==> src/rtl/aud_tx_pkg.sv <==
package aud_tx_pkg;

  localparam int unsigned SMP_W  = 24;
  localparam int unsigned SLOT_N = 32;
  localparam int unsigned POS_W  = $clog2(SLOT_N);
  localparam int unsigned FRM_W  = POS_W + 1;
  localparam int unsigned DIV_W  = 4;

  typedef enum logic [1:0] {
    FMT_RJ  = 2'b00,
    FMT_LJ  = 2'b01,
    FMT_I2S = 2'b10,
    FMT_ALT = 2'b11
  } fmt_e;

  // 10 and 11 both select I2S framing
  function automatic logic fmt_is_i2s(input logic [1:0] f);
    return f[1];
  endfunction

  // number of data bits per channel for a word-length code
  function automatic logic [POS_W:0] word_bits(input logic [1:0] c);
    case (c)
      2'b00:   return 6'd16;
      2'b01:   return 6'd20;
      default: return 6'd24;
    endcase
  endfunction

  // system clocks per bit clock: ratio / 64
  function automatic logic [DIV_W-1:0] ratio_div(input logic [2:0] r);
    case (r)
      3'd0:    return 4'd2;
      3'd1:    return 4'd3;
      3'd2:    return 4'd4;
      3'd3:    return 4'd6;
      3'd4:    return 4'd8;
      3'd5:    return 4'd12;
      default: return 4'd4;
    endcase
  endfunction

endpackage

==> src/rtl/aud_bclk_div.sv <==
module aud_bclk_div
  import aud_tx_pkg::*;
(
  input  logic       clk,
  input  logic       rst_n,
  input  logic       en,
  input  logic [2:0] ratio,
  output logic       tick,
  output logic       bclk
);

  logic [DIV_W-1:0] cnt_q, cnt_n;
  logic [DIV_W-1:0] div;
  logic [DIV_W-1:0] half;
  logic             bclk_q, bclk_n;

  always_comb begin
    div  = ratio_div(ratio);
    half = div >> 1;
    // falling bit-clock edge happens on the clock that wraps the counter
    tick = en && (cnt_q >= div - 1'b1);
    if (!en)       cnt_n = '0;
    else if (tick) cnt_n = '0;
    else           cnt_n = cnt_q + 1'b1;
    // low for the first half period (floor), high for the rest
    bclk_n = en && (cnt_n >= half);
  end

  always_ff @(posedge clk or negedge rst_n) begin
    if (!rst_n) begin
      cnt_q  <= '0;
      bclk_q <= 1'b0;
    end else begin
      cnt_q  <= cnt_n;
      bclk_q <= bclk_n;
    end
  end

  assign bclk = bclk_q;

endmodule

==> src/rtl/aud_slave_in.sv <==
module aud_slave_in #(
  parameter int unsigned STAGES = 2
) (
  input  logic clk,
  input  logic rst_n,
  input  logic bclk_in,
  input  logic lrclk_in,
  output logic tick,
  output logic lr_lvl
);

  logic [STAGES-1:0] b_sync_q;
  logic [STAGES-1:0] l_sync_q;
  logic              b_last_q;

  for (genvar g = 0; g < STAGES; g++) begin : g_sync
    if (g == 0) begin : g_first
      always_ff @(posedge clk or negedge rst_n) begin
        if (!rst_n) begin
          b_sync_q[g] <= 1'b0;
          l_sync_q[g] <= 1'b0;
        end else begin
          b_sync_q[g] <= bclk_in;
          l_sync_q[g] <= lrclk_in;
        end
      end
    end else begin : g_rest
      always_ff @(posedge clk or negedge rst_n) begin
        if (!rst_n) begin
          b_sync_q[g] <= 1'b0;
          l_sync_q[g] <= 1'b0;
        end else begin
          b_sync_q[g] <= b_sync_q[g-1];
          l_sync_q[g] <= l_sync_q[g-1];
        end
      end
    end
  end

  always_ff @(posedge clk or negedge rst_n) begin
    if (!rst_n) b_last_q <= 1'b0;
    else        b_last_q <= b_sync_q[STAGES-1];
  end

  assign tick   = b_last_q && !b_sync_q[STAGES-1];
  assign lr_lvl = l_sync_q[STAGES-1];

endmodule

==> src/rtl/aud_frame_seq.sv <==
module aud_frame_seq
  import aud_tx_pkg::*;
(
  input  logic             clk,
  input  logic             rst_n,
  input  logic             master,
  input  logic [1:0]       fmt,
  input  logic             m_tick,
  input  logic             s_tick,
  input  logic             s_lr,
  output logic             tick,
  output logic [POS_W-1:0] pos_n,
  output logic             left_n,
  output logic             start_left,
  output logic             lrclk
);

  logic [FRM_W-1:0] slot_q, slot_n;
  logic [POS_W-1:0] spos_q, spos_n;
  logic             slr_q;
  logic             lr_q, lr_n;
  logic             i2s;
  logic             s_edge;

  always_comb begin
    i2s    = fmt_is_i2s(fmt);
    slot_n = slot_q + 1'b1;
    s_edge = (s_lr != slr_q);
    if (s_edge)            spos_n = '0;
    else if (&spos_q)      spos_n = spos_q;
    else                   spos_n = spos_q + 1'b1;

    if (master) begin
      tick       = m_tick;
      pos_n      = slot_n[POS_W-1:0];
      left_n     = !slot_n[FRM_W-1];
      start_left = (slot_n == '0);
    end else begin
      tick       = s_tick;
      pos_n      = spos_n;
      left_n     = i2s ? !s_lr : s_lr;
      start_left = s_edge && (i2s ? !s_lr : s_lr);
    end
    // left is high for LJ/RJ, low for I2S
    lr_n = left_n ^ i2s;
  end

  always_ff @(posedge clk or negedge rst_n) begin
    if (!rst_n) begin
      slot_q <= '1;
      spos_q <= '1;
      slr_q  <= 1'b0;
      lr_q   <= 1'b0;
    end else begin
      if (master && m_tick) slot_q <= slot_n;
      if (!master && s_tick) begin
        spos_q <= spos_n;
        slr_q  <= s_lr;
      end
      if (!master)     lr_q <= 1'b0;
      else if (m_tick) lr_q <= lr_n;
    end
  end

  assign lrclk = lr_q;

endmodule

==> src/rtl/aud_word_ser.sv <==
module aud_word_ser
  import aud_tx_pkg::*;
(
  input  logic             clk,
  input  logic             rst_n,
  input  logic             tick,
  input  logic [POS_W-1:0] pos_n,
  input  logic             left_n,
  input  logic             start_left,
  input  logic [1:0]       fmt,
  input  logic [1:0]       wlen,
  input  logic             s_valid,
  output logic             s_ready,
  input  logic [SMP_W-1:0] s_left,
  input  logic [SMP_W-1:0] s_right,
  output logic             sdata,
  output logic             underrun
);

  localparam logic [POS_W:0] SLOT_V = SLOT_N[POS_W:0];

  logic [SMP_W-1:0] lat_l_q, lat_r_q;
  logic [SMP_W-1:0] cur_l, cur_r, word, shifted;
  logic [POS_W:0]   wb, p6, off, k;
  logic             take, vld, bit_n;
  logic             sd_q, sd_n, und_q, und_n;

  always_comb begin
    s_ready = tick && start_left;
    take    = s_ready && s_valid;
    cur_l   = take ? s_left  : lat_l_q;
    cur_r   = take ? s_right : lat_r_q;
    word    = left_n ? cur_l : cur_r;

    wb  = word_bits(wlen);
    p6  = {1'b0, pos_n};
    off = SLOT_V - wb;
    case (fmt)
      FMT_RJ: begin
        vld = (p6 >= off);
        k   = p6 - off;
      end
      FMT_LJ: begin
        vld = (p6 < wb);
        k   = p6;
      end
      default: begin
        vld = (p6 != '0) && (p6 <= wb);
        k   = p6 - 1'b1;
      end
    endcase
    shifted = word << k;
    bit_n   = vld && shifted[SMP_W-1];

    sd_n  = tick ? bit_n : sd_q;
    und_n = und_q || (s_ready && !s_valid);
  end

  always_ff @(posedge clk or negedge rst_n) begin
    if (!rst_n) begin
      lat_l_q <= '0;
      lat_r_q <= '0;
      sd_q    <= 1'b0;
      und_q   <= 1'b0;
    end else begin
      if (take) begin
        lat_l_q <= s_left;
        lat_r_q <= s_right;
      end
      sd_q  <= sd_n;
      und_q <= und_n;
    end
  end

  assign sdata    = sd_q;
  assign underrun = und_q;

endmodule

==> src/rtl/aud_ser_tx.sv <==
module aud_ser_tx
  import aud_tx_pkg::*;
#(
  parameter int unsigned SYNC_STAGES = 2
) (
  input  logic             clk,
  input  logic             rst_n,
  input  logic             cfg_master,
  input  logic [1:0]       cfg_fmt,
  input  logic [1:0]       cfg_wlen,
  input  logic [2:0]       cfg_ratio,
  input  logic             bclk_in,
  input  logic             lrclk_in,
  input  logic             s_valid,
  output logic             s_ready,
  input  logic [SMP_W-1:0] s_left,
  input  logic [SMP_W-1:0] s_right,
  output logic             bclk_out,
  output logic             lrclk_out,
  output logic             sdata,
  output logic             underrun
);

  logic             m_tick, s_tick, s_lr;
  logic             tick, left_n, start_left;
  logic [POS_W-1:0] pos_n;

  aud_bclk_div i_div (
    .clk   (clk),
    .rst_n (rst_n),
    .en    (cfg_master),
    .ratio (cfg_ratio),
    .tick  (m_tick),
    .bclk  (bclk_out)
  );

  aud_slave_in #(.STAGES(SYNC_STAGES)) i_sin (
    .clk      (clk),
    .rst_n    (rst_n),
    .bclk_in  (bclk_in),
    .lrclk_in (lrclk_in),
    .tick     (s_tick),
    .lr_lvl   (s_lr)
  );

  aud_frame_seq i_seq (
    .clk        (clk),
    .rst_n      (rst_n),
    .master     (cfg_master),
    .fmt        (cfg_fmt),
    .m_tick     (m_tick),
    .s_tick     (s_tick),
    .s_lr       (s_lr),
    .tick       (tick),
    .pos_n      (pos_n),
    .left_n     (left_n),
    .start_left (start_left),
    .lrclk      (lrclk_out)
  );

  aud_word_ser i_ser (
    .clk        (clk),
    .rst_n      (rst_n),
    .tick       (tick),
    .pos_n      (pos_n),
    .left_n     (left_n),
    .start_left (start_left),
    .fmt        (cfg_fmt),
    .wlen       (cfg_wlen),
    .s_valid    (s_valid),
    .s_ready    (s_ready),
    .s_left     (s_left),
    .s_right    (s_right),
    .sdata      (sdata),
    .underrun   (underrun)
  );

endmodule

==> config.mk <==
export PLATFORM = sky130hd
export DESIGN_NAME = aud_ser_tx
export DESIGN_NICKNAME = d
export VERILOG_FILES = /design/src/rtl/aud_tx_pkg.sv /design/src/rtl/aud_bclk_div.sv /design/src/rtl/aud_slave_in.sv /design/src/rtl/aud_frame_seq.sv /design/src/rtl/aud_word_ser.sv /design/src/rtl/aud_ser_tx.sv
export SDC_FILE = /design/constraint.sdc
export NUM_CORES = 1
export LEC_CHECK = 0
export BUFFER_PORTS_ARGS = -buffer_cell sky130_fd_sc_hd__buf_2
export CORE_MARGIN = 4
export CORE_UTILIZATION = 30
export CTS_CLUSTER_DIAMETER = 100
export DETAILED_ROUTE_END_ITERATION = 6
export PLACE_DENSITY_LB_ADDON = 0.25
export SKIP_LAST_GASP = 1
export SYNTH_ARGS = -nofsm -noshare
export SYNTH_HDL_FRONTEND = slang
export SYNTH_SLANG_ARGS = --single-unit
==> constraint.sdc <==
create_clock -name clk -period 6.8 [get_ports clk]
set_clock_uncertainty 0.15 [all_clocks]
set_input_delay 0 -clock clk [delete_from_list [all_inputs] [get_ports clk]]
set_output_delay 0 -clock clk [all_outputs]
set_load 0.01 [all_outputs]
==> results of run 1 <==
## power groups by stage
stage	Clock (mW)	Combinational (mW)	Sequential [mW]
final	0.440	0.692	0.722
after global routing	0.477	0.784	0.748
after CTS	0.459	0.702	0.723
after detailed placement	0	0.673	0.731
after floorplan	0	0.536	0.694
after global placement	0	0.663	0.720
## stage by stage
step,setup WS (ps),instance area (µm²)
floorplan,3030,4570
global placement,2880,5050
detailed placement,2780,5050
CTS,2740,5860
global route,2290,5860
finish,2740,5860
## worst max-delay path: stages, from the launching register on
cell and delay [ps]:
dfstp_2 590, ha_1 300, a21boi_0 150, a2111oi_0 530
a21oi_1 230, fa_1 480, fa_1 440, nor2_1 100
a211oi_1 60, a31oi_1 230, o211ai_1 130, a31o_1 210
o32a_1 280, o21ai_1 110
## routing by layer
layer / track usage [%] / up-vias
met5: 0 / -
met4: 4.43 / 0
met3: 3.33 / 13
met2: 21.7 / 78
met1: 16.0 / 1713
li1: - / 1721
## sequential cells by signal (all words and copies together), names as in the netlist
register and flops:
i_ser.underrun 1, i_sin.l_sync_q 1, i_div.bclk 1, i_seq.lrclk 1, i_seq.slot_q 6, i_sin.b_last_q 1, i_div.cnt_q 4, i_ser.sdata 1
i_sin.b_sync_q 2, i_ser.lat_l_q 24, i_ser.lat_r_q 24, i_seq.spos_q 5, i_sin.lr_lvl 1, i_seq.slr_q 1
## placed cells by master, fill, tap and decap left out, types with 3 or more instances in the layout
cell type      Yosys  routed
inv_1             17      17
nand2b_1           3       3
nand3_1           10      10
a31o_2             2       3
mux2i_1           35      35
xnor2_1            9       9
a2111oi_0          3       3
a21oi_1           11      11
dfrtp_1           62      62
nor2_1            11      11
and3_1             5       5
ha_1              18      18
or2_2              3       3
a31oi_1            3       3
nand4_1            6       6
nand2_1           25      25
o211ai_1           7       7
a21o_1             4       4
nor3_1             3       3
buf_2             11      65
clkbuf_16          0       9
buf_4              1       3
mux2_2            62      62
and2_1             4       4
o21ai_0           12      12
mux4_2             5       5
dfstp_2           11      11
xor2_1             9       9
dlygate4sd3_1      0      53
nor2b_1            4       4
## synth_stat cells (3+ instances only)
cell type / count / area, µm²
a2111oi_0: 3 / 26.3
a21o_1: 4 / 30.0
a21oi_1: 11 / 55.1
a31oi_1: 3 / 18.8
and2_1: 4 / 25.0
and3_1: 5 / 31.3
buf_2: 11 / 55.1
clkbuf_1: 6 / 22.5
dfrtp_1: 62 / 1550
dfstp_2: 11 / 289
ha_1: 18 / 225
inv_1: 17 / 63.8
mux2_2: 62 / 698
mux2i_1: 35 / 350
mux4_2: 5 / 113
nand2_1: 25 / 93.8
nand2b_1: 3 / 18.8
nand3_1: 10 / 50.1
nand4_1: 6 / 37.5
nor2_1: 11 / 41.3
nor2b_1: 4 / 25.0
nor3_1: 3 / 15.0
o211ai_1: 7 / 52.6
o21ai_0: 12 / 60.1
or2_2: 3 / 18.8
xnor2_1: 9 / 78.8
xor2_1: 9 / 78.8
## layout make-up
| cell class | count | area, µm² | area share [%] |
|---|---|---|---|
| clock inverter | 4 | 27.5 | 0.470 |
| tap | 184 | 230 | 3.93 |
| inverter | 17 | 63.8 | 1.09 |
| sequential | 73 | 1840 | 31.4 |
| clock buffer | 12 | 246 | 4.21 |
| multi-input combinational | 296 | 2550 | 43.5 |
| timing repair buffer | 122 | 898 | 15.3 |
## cell families after synthesis
group,Yosys count,share of synthesized area [%]
muxes,103,25.7
and+or+nand+nor,85,9.83
adders and majority gates,20,5.80
buffers and inverters,39,3.94
xor gates and xnor gates,18,3.45
AOI/OAI and AO/OA,70,11.0
DFF,73,40.3
## path summary, 6_finish.rpt
path,start,to,slack [ps],cells after the start
min in group asynchronous,rst_n,i_ser.lat_r_q[9]$_DFF_PN0_,270,3
worst min-delay path,cfg_ratio[2],i_div.bclk$_DFF_PN0_,100,5
worst min register to register,i_sin.b_sync_q[0]$_DFF_PN0_,i_sin.b_sync_q[1]$_DFF_PN0_,200,0
worst max register to register,i_seq.spos_q[0]$_DFFE_PN1P_,i_ser.sdata$_DFFE_PN0N_,2740,13
max in group asynchronous,rst_n,i_seq.lrclk$_DFFE_PN0P_,5590,3
worst max-delay path,i_seq.spos_q[0]$_DFFE_PN1P_,i_ser.sdata$_DFFE_PN0N_,2740,13
==> summary.md, run 1 <==
| Metric | Value |
|---|---|
| Gr usage total | `12.9%` |
| Met2 Routed Length | `~5.1 mm` |
| M1 WL | `4.81 mm` |
| Crit path kind | `reg2reg` |
| Number of flops mapped to enable cells by yosys | `0` |
| DR top layer | `met4` |
| Final Max Tran Viols | `0` |
| Placement row count | `44` |
| Vias in the first global route | `3703` |
| # DRC | `0` |
| Finished Layout Cells | `around 710` |
| DR iter-0 viols | `123` |
| Routed len/inst | `14.9 µm` |
| Ant diodes | `0` |
| Leakage | `2.80 nW` |
| RSZ-0062 raised after global routing | `false` |
| Final critical path time including I/O delays and setup | `4060 ps` |
| Core ar. | `between 10000 and 15000 µm²` |
| Setup repair bufs after CTS | `0` |
| Met3 WL | `473 µm` |
| First-pass GRT wire length | `18.2 mm` |
| # IOs | `66` |
| Total routed wirelength | `10.5 mm` |
| Syn Area/Cell | `between 10 and 15 µm²` |
| Total grt overflow | `0` |
| Die Wd | `approximately 130 µm` |
| Die Y | `roughly 130 µm` |
| TNS Setup | `0 ps` |
| Final ANT Viol Nets | `0` |
| Crit path capture type | `register` |
| Sw frac | `32.4%` |
| Logic pwr share | `37.3%` |
| Die ar. | `17300 µm²` |
| Highest clock rate | `246 MHz` |
| Clock Sinks | `73` |
| Clock share of power | `23.7%` |
| Nets | `600` |
| Filler cells | `1443` |
| Synthesized Nets | `around 500` |
| Outcome | `finished, final reports clean` |
| Peak VDD IR | `0.188 mV` |
| CTS root buf | `clkbuf_16` |
| Endpoints failing setup | `0` |
| Critical Path Source Type | `register` |
| CTS hold repair buffers | `53` |
| CP max FO | `8` |
| Post-synth top flop | `dfrtp_1` |
| Share of power burned in registers | `39.0%` |
| Port bufs | `65` |
| WP data required | `6920 ps` |
| Final Hold Fails | `0` |
| PD cells | `317 nW/µm²` |
| CTS H-Tree Depth | `3` |
| Via count | `3525` |
| Initial antenna violation count | `0` |
| Max Cap Viol | `0` |
| Layout cell share with drive strength beyond 1 | `33.0%` |
| DR vias/cell | `4.98` |
| Placed Instances | `639` |
| Overall power | `1.85 mW` |
| Synthesis-to-layout area growth | `28.1%` |
| Yosys reg bits | `73` |
| Hold Path Class | `in2reg` |
| Sequential fraction of the synthesis area | `slightly above 40%` |
| Int Pwr | `1.25 mW` |
| Final hold slack | `103 ps` |
| Fin crit share | `59.7%` |
| Later-pin clock latency in the skew report | `340 ps` |
| Global placement routability congestion | `0.861` |
| Cell area after synthesis | `between 4000 and 5000 µm²` |
| Post-Synthesis Cells | `408` |
| Worst-margin pin slew | `1160 ps` |
| First-pass iteration count of the detailed router | `4` |
| Largest net degree at the start of global routing | `74` |
| CTS Buf Count | `9` |
| CTS Buffer Depth | `2` |
| Distinct cells, synth | `62` |
| Yosys warns | `0` |
| Post-DP HPWL | `between 7 and 8 mm` |
| Arrival @ worst endpoint | `4180 ps` |
| Starting Density | `31.0%` |
| Finished Core Util | `between 30% and 40%` |
| Ys async rst share | `100%` |
| NetSw | `0.600 mW` |
| TritonCTS clock tree | `done` |
| Slew Limit Headroom | `around 22%` |
| Cts repair resizes | `0` |
| Reg clk slew, reported paths | `~60 ps` |
Power figures use the tool's default switching activity.
==> inputs of run 2 (changes only) <==
clock period = 4.07 ns   (was 6.8 ns; I/O delays follow)
==> summary.md, run 2 (synthesis results as in run 1) <==
| Metric | Value |
|---|---|
| Outcome | `finished, final reports clean (unchanged)` |
| Global placement routability congestion | `0.879 (was 0.861)` |
| Port bufs | `65 (unchanged)` |
| Filler cells | `1406 (was 1443)` |
| Final ANT Viol Nets | `0 (unchanged)` |
| Final Max Tran Viols | `0 (unchanged)` |
| Leakage | `2.88 nW (was 2.80 nW)` |
| Slew Limit Headroom | `24.7% (was 22.1%)` |
| WHS Path Cells | `5 (unchanged)` |
| Critical Path Source Type | `register (unchanged)` |
| Highest clock rate | `261 MHz (was 246 MHz)` |
| Clock Sinks | `73 (unchanged)` |
| Worst-margin pin slew | `1120 ps (was 1160 ps)` |
| Total grt overflow | `0 (unchanged)` |
| # IOs | `66 (unchanged)` |
| Overall power | `3.23 mW (was 1.85 mW)` |
| CTS Buffer Depth | `2 (unchanged)` |
| R2r endpoint | `i_ser.sdata$_DFFE_PN0N_ (unchanged)` |
| Worst Hold Endpoint | `i_div.bclk$_DFF_PN0_ (unchanged)` |
| First-pass GRT wire length | `18.6 mm (was 18.2 mm)` |
| Synthesis-to-layout area growth | `31.6% (was 28.1%)` |
| Top flop regs | `i_ser.lat_l_q x24, i_ser.lat_r_q x24, i_seq.slot_q x6 (unchanged)` |
| Starting Density | `31.0% (unchanged)` |
| Crit path kind | `reg2reg (unchanged)` |
| Ant diodes | `0 (unchanged)` |
| Routed len/inst | `15.4 µm (was 14.9 µm)` |
| # DRC | `0 (unchanged)` |
| Vias in the first global route | `3774 (was 3703)` |
| WP data required | `4190 ps (was 6920 ps)` |
| Most common cell after layout, fill and taps aside | `buf_2 (unchanged)` |
| Endpoints failing setup | `0 (unchanged)` |
| DR vias/cell | `4.98 (about the same)` |
| Initial antenna violation count | `0 (unchanged)` |
| Final Hold Fails | `0 (unchanged)` |
| Fin crit share | `94.0% (was 59.7%)` |
| Via count | `3582 (was 3525)` |
| Reg clk slew, reported paths | `60 ps (about the same)` |
| Placement row count | `44 (unchanged)` |
| Nets | `614 (was 600)` |
| Later-pin clock latency in the skew report | `340 ps (about the same)` |
| Die ar. | `17300 µm² (unchanged)` |
| Post-DP Area | `5120 µm² (was 5050 µm²)` |
| Gr usage total | `13.3% (was 12.9%)` |
| Hold Path Class | `in2reg (unchanged)` |
| PD cells | `537 nW/µm² (was 317 nW/µm²)` |
| FF-to-FF Start | `i_seq.spos_q[0]$_DFFE_PN1P_ (unchanged)` |
| CTS root buf | `clkbuf_16 (unchanged)` |
| Layout cell share with drive strength beyond 1 | `35.8% (was 33.0%)` |
| CTS H-Tree Depth | `3 (unchanged)` |
| Die Wd | `131 µm (unchanged)` |
| R2R depth | `14 (was 13)` |
| Core ar. | `14800 µm² (unchanged)` |
| Largest net degree at the start of global routing | `45 (was 74)` |
| CTS Buf Count | `9 (unchanged)` |
| TritonCTS clock tree | `done (unchanged)` |
| DR iter-0 viols | `184 (was 123)` |
| CP max FO | `8 (unchanged)` |
| Worst reg2reg setup slack | `250 ps (was 2740 ps)` |
| Most frequent cells in the layout | `buf_2 (65), mux2_2 (62), dfrtp_1 (62) (unchanged)` |
| Arrival @ worst endpoint | `3950 ps (was 4180 ps)` |
| Hold Startpoint | `cfg_ratio[2] (unchanged)` |
| Finished Cell Area | `6010 µm² (was 5860 µm²)` |
| Total routed wirelength | `11.1 mm (was 10.5 mm)` |
| Final critical path time including I/O delays and setup | `3820 ps (was 4060 ps)` |
| Crit path capture type | `register (unchanged)` |
| Finished Core Util | `40.8% (was 39.7%)` |
| Max Cap Viol | `0 (unchanged)` |
| First-pass iteration count of the detailed router | `4 (unchanged)` |
| Peak VDD IR | `0.407 mV (was 0.188 mV)` |
| Die Y | `131 µm (unchanged)` |
| Post-DP HPWL | `8.04 mm (was 7.41 mm)` |
-- run 2: routing by layer --
metal | share of wire (%) | global-route usage (%)
met5 | 0 | 0
met3 | 4.6 | 3.98
met4 | 1.1 | 3.91
met1 | 45 | 16.6
met2 | 49 | 22.2
-- run 2: per-stage QoR --
step	hold WS, ps	std cells	TNS (ps)	setup WS (ps)
after floorplan	-446	408	0	303
after global placement	-33.0	648	0	159
after detailed placement	-35.7	648	0	55.2
after CTS	82.2	715	0	37.4
after global routing	116	720	-27.2	-27.2
final	106	720	0	246
-- run 2: how the worst max path moves through the flow --
| stage | from | endpoint | slack (ps) | cells after the start |
|---|---|---|---|---|
| detailed placement | i_seq.spos_q[0]$_DFFE_PN1P_ | i_ser.sdata$_DFFE_PN0N_ | 60 | 14 |
| floorplan | i_seq.spos_q[0]$_DFFE_PN1P_ | i_ser.sdata$_DFFE_PN0N_ | 300 | 15 |
| CTS | i_seq.spos_q[0]$_DFFE_PN1P_ | i_ser.sdata$_DFFE_PN0N_ | 40 | 14 |
| global route | i_seq.spos_q[0]$_DFFE_PN1P_ | i_ser.sdata$_DFFE_PN0N_ | -30 | 14 |
| finish | i_seq.spos_q[0]$_DFFE_PN1P_ | i_ser.sdata$_DFFE_PN0N_ | 250 | 14 |
| global placement | i_seq.spos_q[0]$_DFFE_PN1P_ | i_ser.sdata$_DFFE_PN0N_ | 160 | 13 |
-- run 2: critical path: stages, from the launching register on --
cell,delay [ps]
dfstp_2,610
ha_4,180
and4_4,250
o211ai_1,150
and2_4,230
ha_1,240
fa_2,360
fa_1,440
nor2_1,130
a211oi_1,60
a31oi_1,230
o211ai_1,120
a31o_1,210
o32a_1,280
o21ai_1,110
-- run 2: where the power goes --
group / internal [mW] / switching (mW)
Combinational: 0.669 / 0.542
Clock: 0.502 / 0.298
Sequential: 1.04 / 0.184
-- run 2: repair_timing --
| action | 4_1_cts | 5_1_grt |
|---|---|---|
| hold buffers | 53 | 0 |
| resized for setup | 0 | 10 |
| setup endpoints to repair | 0 | 1 |
| buffers inserted | 0 | 5 |
| endpoints found under the hold margin | 94 | 0 |
-- run 2: cell type report --
type	instances	area (µm²)	area share [%]
multi-input cells	296	2580	42.9
flip-flops and latches	73	1840	30.6
repair buffers	136	1000	16.7
clock buffers	12	256	4.27
well taps	184	230	3.83
inverters	17	63.8	1.06
clock inverters	2	38.8	0.645
==> inputs of run 3 (changes only) <==
CELL_PAD_IN_SITES_DETAIL_PLACEMENT = 0   (was not set)
CELL_PAD_IN_SITES_GLOBAL_PLACEMENT = 1   (was not set)
==> summary.md, run 3 (synthesis results as in run 1) <==
| Metric | Value |
|---|---|
| Core ar. | `14800 µm² (unchanged)` |
| Finished Cell Area | `6010 µm² (about the same)` |
| Vias in the first global route | `3712 (was 3774)` |
| # DRC | `0 (unchanged)` |
| Int Pwr | `2.19 mW (was 2.21 mW)` |
| Leakage | `2.87 nW (was 2.88 nW)` |
| Placement row count | `44 (unchanged)` |
| NetSw | `1.05 mW (was 1.02 mW)` |
| Clock Sinks | `73 (unchanged)` |
| Crit path to | `i_ser.sdata$_DFFE_PN0N_ (unchanged)` |
| Post-DP Area | `5130 µm² (was 5120 µm²)` |
| Initial antenna violation count | `0 (unchanged)` |
| Most common cell after layout, fill and taps aside | `buf_2 (unchanged)` |
| Critical path origin | `i_seq.spos_q[0]$_DFFE_PN1P_ (unchanged)` |
| Fin crit share | `93.0% (was 94.0%)` |
| Ant diodes | `0 (unchanged)` |
| Final critical path time including I/O delays and setup | `3780 ps (was 3820 ps)` |
| Largest net degree at the start of global routing | `74 (was 45)` |
| Die ar. | `17300 µm² (unchanged)` |
| CTS H-Tree Depth | `3 (unchanged)` |
| Crit path kind | `reg2reg (unchanged)` |
| Finished Core Util | `40.7% (was 40.8%)` |
| Max Cap Viol | `0 (unchanged)` |
| Most frequent cells in the layout | `buf_2 (64), mux2_2 (62), dfrtp_1 (62) (was buf_2 (65), mux2_2 (62), dfrtp_1 (62))` |
| Total grt overflow | `0 (unchanged)` |
| CTS Buffer Depth | `2 (unchanged)` |
| CTS Buf Count | `9 (unchanged)` |
| # IOs | `66 (unchanged)` |
| Final hold slack | `79.6 ps (was 106 ps)` |
| Worst-margin pin slew | `971 ps (was 1120 ps)` |
| DR iter-0 viols | `143 (was 184)` |
| Critical path's largest stage delay | `600 ps (was 610 ps)` |
| RSZ-0062 raised after global routing | `false` |
| Final ANT Viol Nets | `0 (unchanged)` |
| Clock share of power | `25.0% (was 24.8%)` |
| CTS root buf | `clkbuf_16 (unchanged)` |
| DR vias/cell | `4.91 (was 4.98)` |
| Share of power burned in registers | `37.1% (was 37.8%)` |
| Post-DP HPWL | `7.94 mm (was 8.04 mm)` |
| Peak VDD IR | `0.271 mV (was 0.407 mV)` |
| Register area | `1840 µm² (unchanged)` |
| FF-to-FF Start | `i_seq.spos_q[0]$_DFFE_PN1P_ (unchanged)` |
| Crit path capture type | `register (unchanged)` |
| R2R depth | `14 (unchanged)` |
| Finished Layout Cells | `720 (unchanged)` |
| Logic pwr share | `37.9% (was 37.5%)` |
| Critical path depth in cells | `14 (unchanged)` |
| Arrival @ worst endpoint | `3900 ps (was 3950 ps)` |
| Endpoints failing setup | `0 (unchanged)` |
| Buf/Inv on CP | `0 (unchanged)` |
| Final Hold Fails | `0 (unchanged)` |
| TritonCTS clock tree | `done (unchanged)` |
| Port bufs | `65 (unchanged)` |
| WP data required | `4190 ps (about the same)` |
| Gr usage total | `13.3% (about the same)` |
| Slowest-stage cell, CP | `dfstp_2 (unchanged)` |
| Routed len/inst | `15.5 µm (was 15.4 µm)` |
| First-pass iteration count of the detailed router | `4 (unchanged)` |
| Filler cells | `1452 (was 1406)` |
| Crit path max-delay family | `adder cells (unchanged)` |
| Critical Path Source Type | `register (unchanged)` |
| Highest clock rate | `264 MHz (was 261 MHz)` |
| Worst reg2reg setup slack | `290 ps (was 250 ps)` |
| R2r endpoint | `i_ser.sdata$_DFFE_PN0N_ (unchanged)` |
| Die Y | `131 µm (unchanged)` |
| Die Wd | `131 µm (unchanged)` |
| Total routed wirelength | `11.2 mm (was 11.1 mm)` |
| Global placement routability congestion | `0.816 (was 0.879)` |
| CP max FO | `7 (was 8)` |
| Final Max Tran Viols | `0 (unchanged)` |
| Sw frac | `32.4% (was 31.7%)` |
| PD cells | `539 nW/µm² (was 537 nW/µm²)` |
| Outcome | `finished, final reports clean (unchanged)` |
| Placed Instances | `648 (unchanged)` |
| Reg clk slew, reported paths | `60 ps (about the same)` |
| Later-pin clock latency in the skew report | `340 ps (about the same)` |
| Via count | `3534 (was 3582)` |
| Slew Limit Headroom | `34.8% (was 24.7%)` |
| Crit-path cells | `ha_4 -> and4_1 -> o211ai_1 -> and2_4 -> ha_1 -> fa_1 -> fa_1 -> nor2_1 -> a211oi_1 -> a31oi_1 -> o211ai_1 -> a31o_1 -> o32a_1 -> o21ai_1 (was ha_4 -> and4_4 -> o211ai_1 -> and2_4 -> ha_1 -> fa_2 -> fa_1 -> nor2_1 -> a211oi_1 -> a31oi_1 -> o211ai_1 -> a31o_1 -> o32a_1 -> o21ai_1)` |
| First-pass GRT wire length | `18.7 mm (was 18.6 mm)` |
| Synthesis-to-layout area growth | `31.4% (was 31.6%)` |
| Footprint of the multi-input gates | `2570 µm² (was 2580 µm²)` |
| TNS Setup | `0 ps (unchanged)` |
| Top flop regs | `i_ser.lat_l_q x24, i_ser.lat_r_q x24, i_seq.slot_q x6 (unchanged)` |
| Layout cell share with drive strength beyond 1 | `35.4% (was 35.8%)` |
| Starting Density | `31.0% (unchanged)` |
| Nets | `612 (was 614)` |
| Hold Path Class | `in2reg (unchanged)` |
-- run 3: cell types whose count changed in the layout (fill, tap and decap cells not counted), sizes merged --
| cell | delta |
|---|---|
| buf | -2 |
| inv | +3 |
| clkbuf | -3 |
| clkinvlp | +2 |
-- run 3: repair_timing --
item                                   CTS  global route
buffers inserted                         0             3
resized for setup                        0             5
hold buffers                            53             0
endpoints found under the hold margin  119             0
setup endpoints to repair                0             1
-- run 3: metal layers --
| metal | up-vias | part of all wire [%] | GRT usage [%] |
|---|---|---|---|
| met1 | 1705 | 45 | 16.3 |
| met3 | 14 | 3.8 | 3.48 |
| li1 | 1744 | - | - |
| met5 | - | 0 | 0 |
| met4 | 0 | 1.6 | 4.26 |
| met2 | 71 | 49 | 23.1 |
-- run 3: power by group through the flow --
stage	Clock (mW)	Combinational, mW	Sequential [mW]
after floorplan	0	0.895	1.16
after global placement	0	1.17	1.20
after detailed placement	0	1.18	1.21
after CTS	0.840	1.22	1.20
after global routing	0.867	1.37	1.24
final	0.811	1.23	1.20
-- run 3: worst min-delay path: cells and delay by family --
family	cells	cell delay, ps
buffers and inverters	1	120
AND/OR/NAND/NOR	1	80
adder cells (fa/ha/maj)	1	120
AO/OA/AOI/OAI	2	200
-- run 3: stage by stage --
stage	setup WS (ps)	power, mW
2_1_floorplan	303	2.05
3_3_place_gp	139	2.37
3_5_place_dp	55.5	2.39
4_1_cts	35.7	3.26
5_1_grt	13.2	3.48
6_report	287	3.24
-- run 3: how the worst min path moves through the flow --
stage	depth (start not counted)	slack [ps]	endpoint	start
finish	5	80	i_div.bclk$_DFF_PN0_	cfg_ratio[2]
floorplan	0	-450	i_div.bclk$_DFF_PN0_	rst_n
detailed placement	1	-30	i_sin.b_sync_q[0]$_DFF_PN0_	bclk_in
global route	5	140	i_div.bclk$_DFF_PN0_	cfg_ratio[2]
global placement	1	-30	i_sin.l_sync_q[0]$_DFF_PN0_	lrclk_in
CTS	5	60	i_div.bclk$_DFF_PN0_	cfg_ratio[2]
-- run 3: final cells by class --
cell class	instances	area share, %
clock buffers	9	3.75
clock inverters	7	1.27
inverters	17	1.06
multi-input cells	296	42.7
flip-flops and latches	73	30.6
well taps	184	3.83
repair buffers	134	16.7
